File: src/rtl/dbg_gate_pkg.sv
package dbg_gate_pkg;
  typedef enum logic [1:0] {
    MODE_OPEN        = 2'b00,
    MODE_COND_SILENT = 2'b01,
    MODE_COND_NOTIFY = 2'b10,
    MODE_LOCKED      = 2'b11
  } dbg_mode_e;

  typedef enum logic [1:0] {
    ST_BLOCK  = 2'b00,
    ST_NOTIFY = 2'b01,
    ST_GRANT  = 2'b10
  } acc_state_e;
endpackage

File: src/rtl/resp_loader.sv
module resp_loader #(
  parameter int HALF_W = 32,
  parameter int PARTS  = 2
) (
  input  logic                    clk,
  input  logic                    rst,
  input  logic                    enable,
  input  logic                    consume,
  input  logic [PARTS-1:0]        wr_part,
  input  logic [HALF_W-1:0]       wr_data,
  output logic [HALF_W*PARTS-1:0] resp_word,
  output logic                    full
);
  logic [PARTS-1:0] vld;

  for (genvar g = 0; g < PARTS; g++) begin : g_seg
    logic [HALF_W-1:0] seg;
    always_ff @(posedge clk) begin
      if (rst) begin
        seg    <= '0;
        vld[g] <= 1'b0;
      end else if (consume) begin
        vld[g] <= 1'b0;
      end else if (enable && wr_part[g]) begin
        seg    <= wr_data;
        vld[g] <= 1'b1;
      end
    end
    assign resp_word[g*HALF_W +: HALF_W] = seg;
  end

  assign full = &vld;
endmodule

File: src/rtl/fail_tracker.sv
module fail_tracker #(
  parameter int MAX_FAILS = 3
) (
  input  logic clk,
  input  logic rst,
  input  logic attempt,
  input  logic pass,
  output logic locked_out,
  output logic viol_pulse
);
  localparam int CNT_W = $clog2(MAX_FAILS + 1);

  logic [CNT_W-1:0] fails;

  always_ff @(posedge clk) begin
    if (rst) begin
      fails      <= '0;
      locked_out <= 1'b0;
      viol_pulse <= 1'b0;
    end else begin
      viol_pulse <= 1'b0;
      if (attempt && !pass && !locked_out) begin
        fails <= fails + 1'b1;
        if (fails == CNT_W'(MAX_FAILS - 1)) begin
          locked_out <= 1'b1;
          viol_pulse <= 1'b1;
        end
      end
    end
  end
endmodule

File: src/rtl/access_fsm.sv
module access_fsm
  import dbg_gate_pkg::*;
#(
  parameter int CHAL_W = 64
) (
  input  logic              clk,
  input  logic              rst,
  input  dbg_mode_e         mode,
  input  logic              attempt,
  input  logic              pass,
  input  logic              clr_ack,
  input  logic              lock_ack,
  input  logic [CHAL_W-1:0] chal_fuse,
  output logic              waiting,
  output logic [CHAL_W-1:0] challenge_out,
  output logic              dbg_en,
  output logic              bscan_en,
  output logic              notify,
  output logic              eph_clr_req,
  output logic              pers_lock_req
);
  acc_state_e state;
  logic       got_clr, got_lock, cond;

  assign cond    = (mode == MODE_COND_SILENT) || (mode == MODE_COND_NOTIFY);
  assign waiting = (state == ST_BLOCK);

  always_ff @(posedge clk) begin
    if (rst) begin
      state         <= ST_BLOCK;
      got_clr       <= 1'b0;
      got_lock      <= 1'b0;
      notify        <= 1'b0;
      eph_clr_req   <= 1'b0;
      pers_lock_req <= 1'b0;
      dbg_en        <= 1'b0;
      bscan_en      <= 1'b0;
      challenge_out <= '0;
    end else begin
      bscan_en      <= 1'b1;
      challenge_out <= cond ? chal_fuse : '0;
      dbg_en        <= (mode == MODE_OPEN) || (cond && state == ST_GRANT);
      case (state)
        ST_BLOCK: begin
          if (attempt && pass) begin
            if (mode == MODE_COND_NOTIFY) begin
              state         <= ST_NOTIFY;
              notify        <= 1'b1;
              eph_clr_req   <= 1'b1;
              pers_lock_req <= 1'b1;
              got_clr       <= 1'b0;
              got_lock      <= 1'b0;
            end else begin
              state <= ST_GRANT;
            end
          end
        end
        ST_NOTIFY: begin
          if (clr_ack) begin
            eph_clr_req <= 1'b0;
            got_clr     <= 1'b1;
          end
          if (lock_ack) begin
            pers_lock_req <= 1'b0;
            got_lock      <= 1'b1;
          end
          if ((got_clr || clr_ack) && (got_lock || lock_ack)) state <= ST_GRANT;
        end
        default: state <= ST_GRANT;
      endcase
    end
  end
endmodule

File: src/rtl/dbg_gate_ctrl.sv
module dbg_gate_ctrl
  import dbg_gate_pkg::*;
#(
  parameter int HALF_W    = 32,
  parameter int PARTS     = 2,
  parameter int MAX_FAILS = 3
) (
  input  logic                    clk,
  input  logic                    rst,
  input  logic [1:0]              mode_fuse,
  input  logic [HALF_W*PARTS-1:0] chal_fuse,
  input  logic [HALF_W*PARTS-1:0] resp_fuse,
  input  logic                    wr_lo,
  input  logic                    wr_hi,
  input  logic [HALF_W-1:0]       wr_data,
  input  logic                    submit,
  input  logic                    clr_ack,
  input  logic                    lock_ack,
  output logic [HALF_W*PARTS-1:0] challenge_out,
  output logic                    dbg_en,
  output logic                    bscan_en,
  output logic                    viol_pulse,
  output logic                    notify,
  output logic                    eph_clr_req,
  output logic                    pers_lock_req
);
  localparam int WORD_W = HALF_W * PARTS;

  dbg_mode_e         mode;
  logic [WORD_W-1:0] resp_word;
  logic              full, pass, attempt, waiting, locked_out, cond;
  logic [PARTS-1:0]  wr_part;

  assign mode = dbg_mode_e'(mode_fuse);
  assign cond = (mode == MODE_COND_SILENT) || (mode == MODE_COND_NOTIFY);

  always_comb begin
    wr_part    = '0;
    wr_part[0] = wr_lo;
    wr_part[PARTS-1] = wr_part[PARTS-1] | wr_hi;
  end

  assign pass    = (resp_word == resp_fuse);
  assign attempt = submit && full && cond && waiting && !locked_out;

  resp_loader #(.HALF_W(HALF_W), .PARTS(PARTS)) u_load (
    .clk(clk), .rst(rst), .enable(!locked_out), .consume(submit),
    .wr_part(wr_part), .wr_data(wr_data), .resp_word(resp_word), .full(full)
  );

  fail_tracker #(.MAX_FAILS(MAX_FAILS)) u_fail (
    .clk(clk), .rst(rst), .attempt(attempt), .pass(pass),
    .locked_out(locked_out), .viol_pulse(viol_pulse)
  );

  access_fsm #(.CHAL_W(WORD_W)) u_fsm (
    .clk(clk), .rst(rst), .mode(mode), .attempt(attempt), .pass(pass),
    .clr_ack(clr_ack), .lock_ack(lock_ack), .chal_fuse(chal_fuse),
    .waiting(waiting), .challenge_out(challenge_out), .dbg_en(dbg_en),
    .bscan_en(bscan_en), .notify(notify), .eph_clr_req(eph_clr_req),
    .pers_lock_req(pers_lock_req)
  );
endmodule

File: config.mk
export PLATFORM = sky130hd
export DESIGN_NAME = dbg_gate_ctrl
export DESIGN_NICKNAME = d
export VERILOG_FILES = /design/src/rtl/dbg_gate_pkg.sv /design/src/rtl/resp_loader.sv /design/src/rtl/fail_tracker.sv /design/src/rtl/access_fsm.sv /design/src/rtl/dbg_gate_ctrl.sv
export SDC_FILE = /design/constraint.sdc
export NUM_CORES = 1
export LEC_CHECK = 0
export ABC_CLOCK_PERIOD_IN_PS = 2100
export CAP_MARGIN = 20
export CORE_MARGIN = 3
export CORE_UTILIZATION = 30
export DETAILED_ROUTE_END_ITERATION = 16
export GPL_TIMING_DRIVEN = 0
export SYNTH_ARGS = -nofsm -noshare
export SYNTH_HDL_FRONTEND = slang
export SYNTH_SLANG_ARGS = --single-unit
File: constraint.sdc
create_clock -name clk -period 2.1 [get_ports clk]
set_input_delay 0.42 -clock clk [delete_from_list [all_inputs] [get_ports clk]]
set_output_delay 0.42 -clock clk [all_outputs]
set_load 0.02 [all_outputs]
# After elaboration in Yosys (flattened, before gate mapping)
# Index checks and enable logic that the tools add are counted.
dict set report word_totals {
  register_bits 143
  output_inout_bits 70
}
dict set report classes {
  n_addsub 1
  n_mux 18
  bitwise_logic 3
  eq_ne 11
  n_reduce_logical 31
}
# cell count
set op_table {}
lappend op_table {{$eq 64x64->1} 1}
lappend op_table {{$logic_and 1x1->1} 11}
lappend op_table {{$mux 1} 10}
lappend op_table {{$reduce_and 2->1} 5}
lappend op_table {{$pmux 1 s2} 4}
lappend op_table {{$reduce_and 4->1} 2}
lappend op_table {{$eq 2x2->1 const B} 3}
lappend op_table {{$mux 2} 3}
lappend op_table {{$ne 2x1->1 const B} 3}
lappend op_table {{$reduce_or 2->1} 3}
lappend op_table {{$eq 2x1->1 const B} 2}
lappend op_table {{$logic_not 2->1} 2}
lappend op_table {{$logic_or 1x1->1} 4}
lappend op_table {{$ne 2x2->1 const B} 2}
lappend op_table {{$pmux 2 s2} 1}
lappend op_table {{$not 1->1} 3}
lappend op_table {{$reduce_and 3->1} 1}
lappend op_table {{$add 2x1->2 const B} 1}
lappend op_table {{$logic_not 1->1} 2}
lappend op_table {{$reduce_bool 2->1} 1}

# Longest topological paths before layout
dict set report logic_depth {
  ltp_word 9
  mapped_depth 7
}

# Cells and area by module
# A second synthesis with hierarchy kept.
dict set report hier_totals {
  cells_unflattened 533
  hier_area_um2 5773.0
}
# module cells_each instances seq_area_each_um2 area_per_inst_um2
set by_module_without_submodules {}
lappend by_module_without_submodules {resp_loader 253 1 1321.3 2753.9}
lappend by_module_without_submodules {access_fsm 174 1 1461.4 2120.8}
lappend by_module_without_submodules {dbg_gate_ctrl 89 1 0.0 720.7}
lappend by_module_without_submodules {fail_tracker 17 1 80.1 177.7}

# Worst setup path before layout
# Ideal clock, no wire load.
dict set report synth_timing {
  kind {input -> register}
  startpoint {input mode_fuse[0]}
  endpoint {register u_fsm.state[1]}
  required_time_ns 2.021
  path_slack_ns 0.239
  stages 6
  path_buffers 0
  t_arrival_ns 1.781
  path_cell_list {inv_1 > ha_1 > nand3_1 > nor4b_2 > or3b_1 > a211oi_2}
}
dict set report synth_between {
  elab_chain_len 8
}
# item line
set synth_rtl {}
lappend synth_rtl {{from (decl)} dbg_gate_ctrl.sv:10} ;# input logic [1:0] mode_fuse,
lappend synth_rtl {{$eq 2x1->1 or $eq 2x2->1 (tied branches)} {dbg_gate_ctrl.sv:35, access_fsm.sv:46}}
lappend synth_rtl {{$logic_or 1x1->1} dbg_gate_ctrl.sv:35} ;# assign cond = (mode == MODE_COND_SILENT) || (mode == MODE_COND_NOTIFY);
lappend synth_rtl {{$logic_and 1x1->1 (3 in series)} dbg_gate_ctrl.sv:44} ;# assign attempt = submit && full && cond && waiting && !locked_out;
lappend synth_rtl {{$logic_and 1x1->1} access_fsm.sv:45} ;# if (attempt && pass) begin
lappend synth_rtl {{$ne 2x1->1 (no line)} --}
lappend synth_rtl {{$reduce_and 2->1 (no line)} --}
lappend synth_rtl {{to (signal assigned)} access_fsm.sv:47} ;# state <= ST_NOTIFY;
lappend synth_rtl {{to (signal assigned)} access_fsm.sv:54} ;# state <= ST_GRANT;
lappend synth_rtl {{to (signal assigned)} access_fsm.sv:67} ;# if ((got_clr || clr_ack) && (got_lock || lock_ack)) state <= ST_GRANT;
lappend synth_rtl {{to (decl)} access_fsm.sv:22} ;# acc_state_e state;
# Parallel ways exist; a longest one is shown, timed or not. The select of a mux whose other input is x is not followed.
# A chain may end at the register's enable or synchronous reset.

# Worst setup path in the final report
dict set report layout_timing {
  startpoint {input resp_fuse[40]}
  endpoint {register u_fsm.state[1]}
}
dict set report layout_between {
  elab_chain_len 4
}
# item line
set layout_rtl {}
lappend layout_rtl {{from (decl)} dbg_gate_ctrl.sv:12} ;# input logic [HALF_W*PARTS-1:0] resp_fuse,
lappend layout_rtl {{$eq 64x64->1} dbg_gate_ctrl.sv:43} ;# assign pass = (resp_word == resp_fuse);
lappend layout_rtl {{$logic_and 1x1->1} access_fsm.sv:45}
lappend layout_rtl {{$ne 2x1->1 (no line)} --}
lappend layout_rtl {{$reduce_and 2->1 (no line)} --}
# Every way passes these cells.

==> summary.txt <==
Outcome
  – Status: completed

Timing
  – Setup-failing EPs final: 0
  – Endpoints failing hold: 0
  – Tcrit/Tclk final: 0.9813
  – Clock Skew: 0.005220 ns
  – Rel. slew slack: 0.5943
  – RSZ-0062 raised after global routing: true
  – Worst-Margin Slew: 0.6086 ns
  – Max Fclk: 485.3 MHz
  – Crit path time final: 2.061 ns
  – Fin Hold WS: 0.3999 ns
  – Slew Limit Fails: 0

Worst setup path
  – Worst setup path start: resp_fuse[40]
  – Critical Path End: u_fsm.state[1]
  – CP cell instances: clkdlybuf4s50_1, xnor2_1, nand4_1, nor4_1, nand4_1, buf_6, or3b_1, a211oi_2
  – Slowest CP cell: clkdlybuf4s50_1
  – Startpoint class of the critical path: input port
  – Crit. End Element: register
  – Crit-path max cell delay: 0.47 ns
  – CP arrival: 2.39 ns
  – Levels on crit path: 8
  – CP top delay family: simple AND/OR/NAND/NOR gates
  – Reg2Reg Setup Slack: 0.09 ns
  – R2r endpoint: u_fsm.state[1]
  – CP bufs+invs: 2
  – CP most frequent cell: nand4_1
  – R2R cell count: 7
  – Largest fanout on the critical path: 4
  – Required @ worst endpoint: 2.43 ns
  – Critical path type: input port to register
  – Worst R2R Start: u_load.g_seg[1].seg[16]

Placed design
  – Placed cell count: 1,022
  – IO Port Bufs: 237
  – Placer Congestion: 0.8558
  – HPWL Detailed: 13,150 µm

Synthesis
  – Post-synthesis cell area: 5187 µm²
  – Combinational family with the most area after synthesis: simple AND/OR/NAND/NOR gates
  – Synth Area per Inst: 9.181 µm²
  – #FFs+latches synth: 143
  – Top-area cell type share of the netlist area: 0.5519
  – Multiplexer share of the synthesized area: 0.002171
  – Syn Nets: 737
  – Xor and xnor area share after synthesis: 0.1081
  – Post-synthesis simple-gate area fraction: 0.2233
  – Synth async-reset ratio: 0
  – Adder-cell share of the synthesized area: 0.007236
  – Synth Warn #: 0
  – Synth Area in Compound Gates: 0.08056
  – Post-Synthesis Cells: 565
  – Yosys cell types: 27
  – Register area share after synthesis: 0.5519
  – Biggest area consumer among synthesized cells: dfxtp_1
  – Cell with the most instances after synthesis: dfxtp_1
  – Predominant post-synthesis flop cell: dfxtp_1
  – EDFF count, synth: 0
  – Synth cell count leaders: dfxtp_1 (143), nand2_1 (129), a21oi_1 (71)
  – Largest cells by area after synthesis: dfxtp_1 (55%), xnor2_1 (11%), nand2_1 (9.3%)

Flow run
  – Max Cap Viol: 0

Final layout
  – Final Util: 0.5171
  – # diodes: 0
  – Fill cells: 1,535
  – Reg area: 2870 µm²
  – Layout cells sized above 1: 0.06802
  – Area occupied by multi-input gates: 2293 µm²
  – Final Net Count: 997
  – Layout area overhead: 67.08%
  – Finished Layout Cells: 1,058

Hold path
  – Hold Path Stages: 3
  – Hold Crit Class: input port to register

Clock tree
  – Clock sinks: 143
  – CTS tree: yes
  – Htree depth: 4
  – Clock buffer depth: 2
  – Clk pin slew, worst setup/hold paths: 0.06 ns
  – CTS buffer count: 17
  – Worst skew pair latency: 0.42 ns
  – CTS Hold Buffers Added: 0
  – CTS root buffer: clkbuf_16

GRT
  – First-pass GRT wire length: 25,080 µm
  – GRT Util Overall: 0.1761
  – Initial antenna violation count: 0
  – Vias in the first global route: 4,923
  – Largest net degree at the start of global routing: 17
  – GRT overflow: 0

Power and ir drop
  – Peak VDD IR: 0.0004806 V
  – PwrDens: 830.6 nW/µm²
  – Total power: 7.199 mW
  – P_leak: 3.236 nW

Floorplanning
  – Core area: 16,760 µm²
  – Die Width: 137.5 µm
  – I/O pin count: 239
  – Row cnt: 47
  – Die area: 18,900 µm²
  – Die height: 137.5 µm
  – Initial Utilization: 0.3095

Routing
  – WL met3: 2068 µm
  – Vias after detailed routing: 4,708
  – Iter 0 DRT Violations: 178
  – DR top layer: met4
  – Met1 wire length: 6576 µm
  – Routed len/inst: 16.09 µm
  – WL met2: 8192 µm
  – Pre-antenna DRT Iters: 4
  – Final ANT Viol Nets: 0
  – Drt drc: 0
  – DR vias/cell: 4.450
  – Detailed Route WL: 17,030 µm
## power by group
part	switching [mW]	internal, mW	leakage, nW	total (mW)
registers	0.0632	2.84	1.17	2.90
clock network	1.14	2.20	0.324	3.34
logic	0.405	0.552	1.74	0.958
## worst min path at each step
| stage | from | endpoint | slack [ns] |
|---|---|---|---|
| 2_1_floorplan | u_load.g_seg[0].seg[0] | u_load.g_seg[0].seg[0] | 0.45 |
| 3_3_place_gp | u_fsm.notify | u_fsm.notify | 0.45 |
| 3_5_place_dp | u_load.g_seg[0].seg[0] | u_load.g_seg[0].seg[0] | 0.46 |
| 4_1_cts | rst | u_fail.fails[0] | 0.38 |
| 5_1_grt | rst | u_fail.fails[0] | 0.42 |
| 6_report | rst | u_fail.fails[0] | 0.40 |
## kinds of logic after synthesis
family | after synthesis
AOI/OAI and AO/OA | 79
xor gates and xnor gates | 64
adders and majority gates | 3
buffers and inverters | 37
DFF | 143
muxes | 1
and+or+nand+nor | 238
## sequential cells by signal, indices dropped and copies added, names as in the netlist
name / cells
u_fail.fails: 2
u_fail.locked_out: 1
u_fail.viol_pulse: 1
u_fsm.bscan_en: 1
u_fsm.challenge_out: 64
u_fsm.dbg_en: 1
u_fsm.eph_clr_req: 1
u_fsm.got_clr: 1
u_fsm.got_lock: 1
u_fsm.notify: 1
u_fsm.pers_lock_req: 1
u_fsm.state: 2
u_load.g_seg.seg: 64
u_load.vld: 2
## metal layers
| metal | vias up | global-route usage |
|---|---|---|
| met4 | 0 | 0.06098 |
| li1 | 2349 | - |
| met3 | 16 | 0.08400 |
| met1 | 2124 | 0.1939 |
| met5 | - | 0 |
| met2 | 219 | 0.2969 |
## stage by stage
| step | TNS (ns) | instance area, µm² | setup WS [ns] |
|---|---|---|---|
| 2_1_floorplan | 0 | 5187 | 0.2392 |
| 3_3_place_gp | -25.50 | 7835 | -0.8012 |
| 3_5_place_dp | -28.28 | 7835 | -0.7960 |
| 4_1_cts | 0 | 8548 | 0.02303 |
| 5_1_grt | -0.05936 | 8667 | -0.03441 |
| 6_report | 0 | 8667 | 0.03925 |
## tightest hold or removal path, cell delays in order
cell and delay, ns:
clkbuf_1 0.13, nor2_1 0.10, mux2_2 0.14
## cells in the final DEF, fill, tap and decap left out, drive strengths merged, types with 3 or more instances in the layout
master and n:
bufinv 5, dfxtp 143, nand3 5, and2 65
xnor2 64, and3 3, nor3 5, ha 3
inv 7, clkdlybuf4s50 227, clkinv 5, buf 5
nand4 17, nand2 129, dlymetal6s2s 10, nor4 4
clkbuf 51, o21a 4, nor2 6, a21oi 71
## final cells by class
cell class	instances	share of cell area
plain buffers	30	0.01314
clock buffers	22	0.05471
clock inverters	10	0.02108
inverters	7	0.003032
multi-input cells	385	0.2646
flip-flops and latches	143	0.3312
well taps	220	0.03176
repair buffers	241	0.2805
## what timing repair did
action	4_1_cts	5_1_grt
setup buffers	2	2
gates resized for setup	6	27
pin swaps	5	19
endpoints found under the setup margin	10	67
Note: power is estimated with default switching activity, not from simulation.
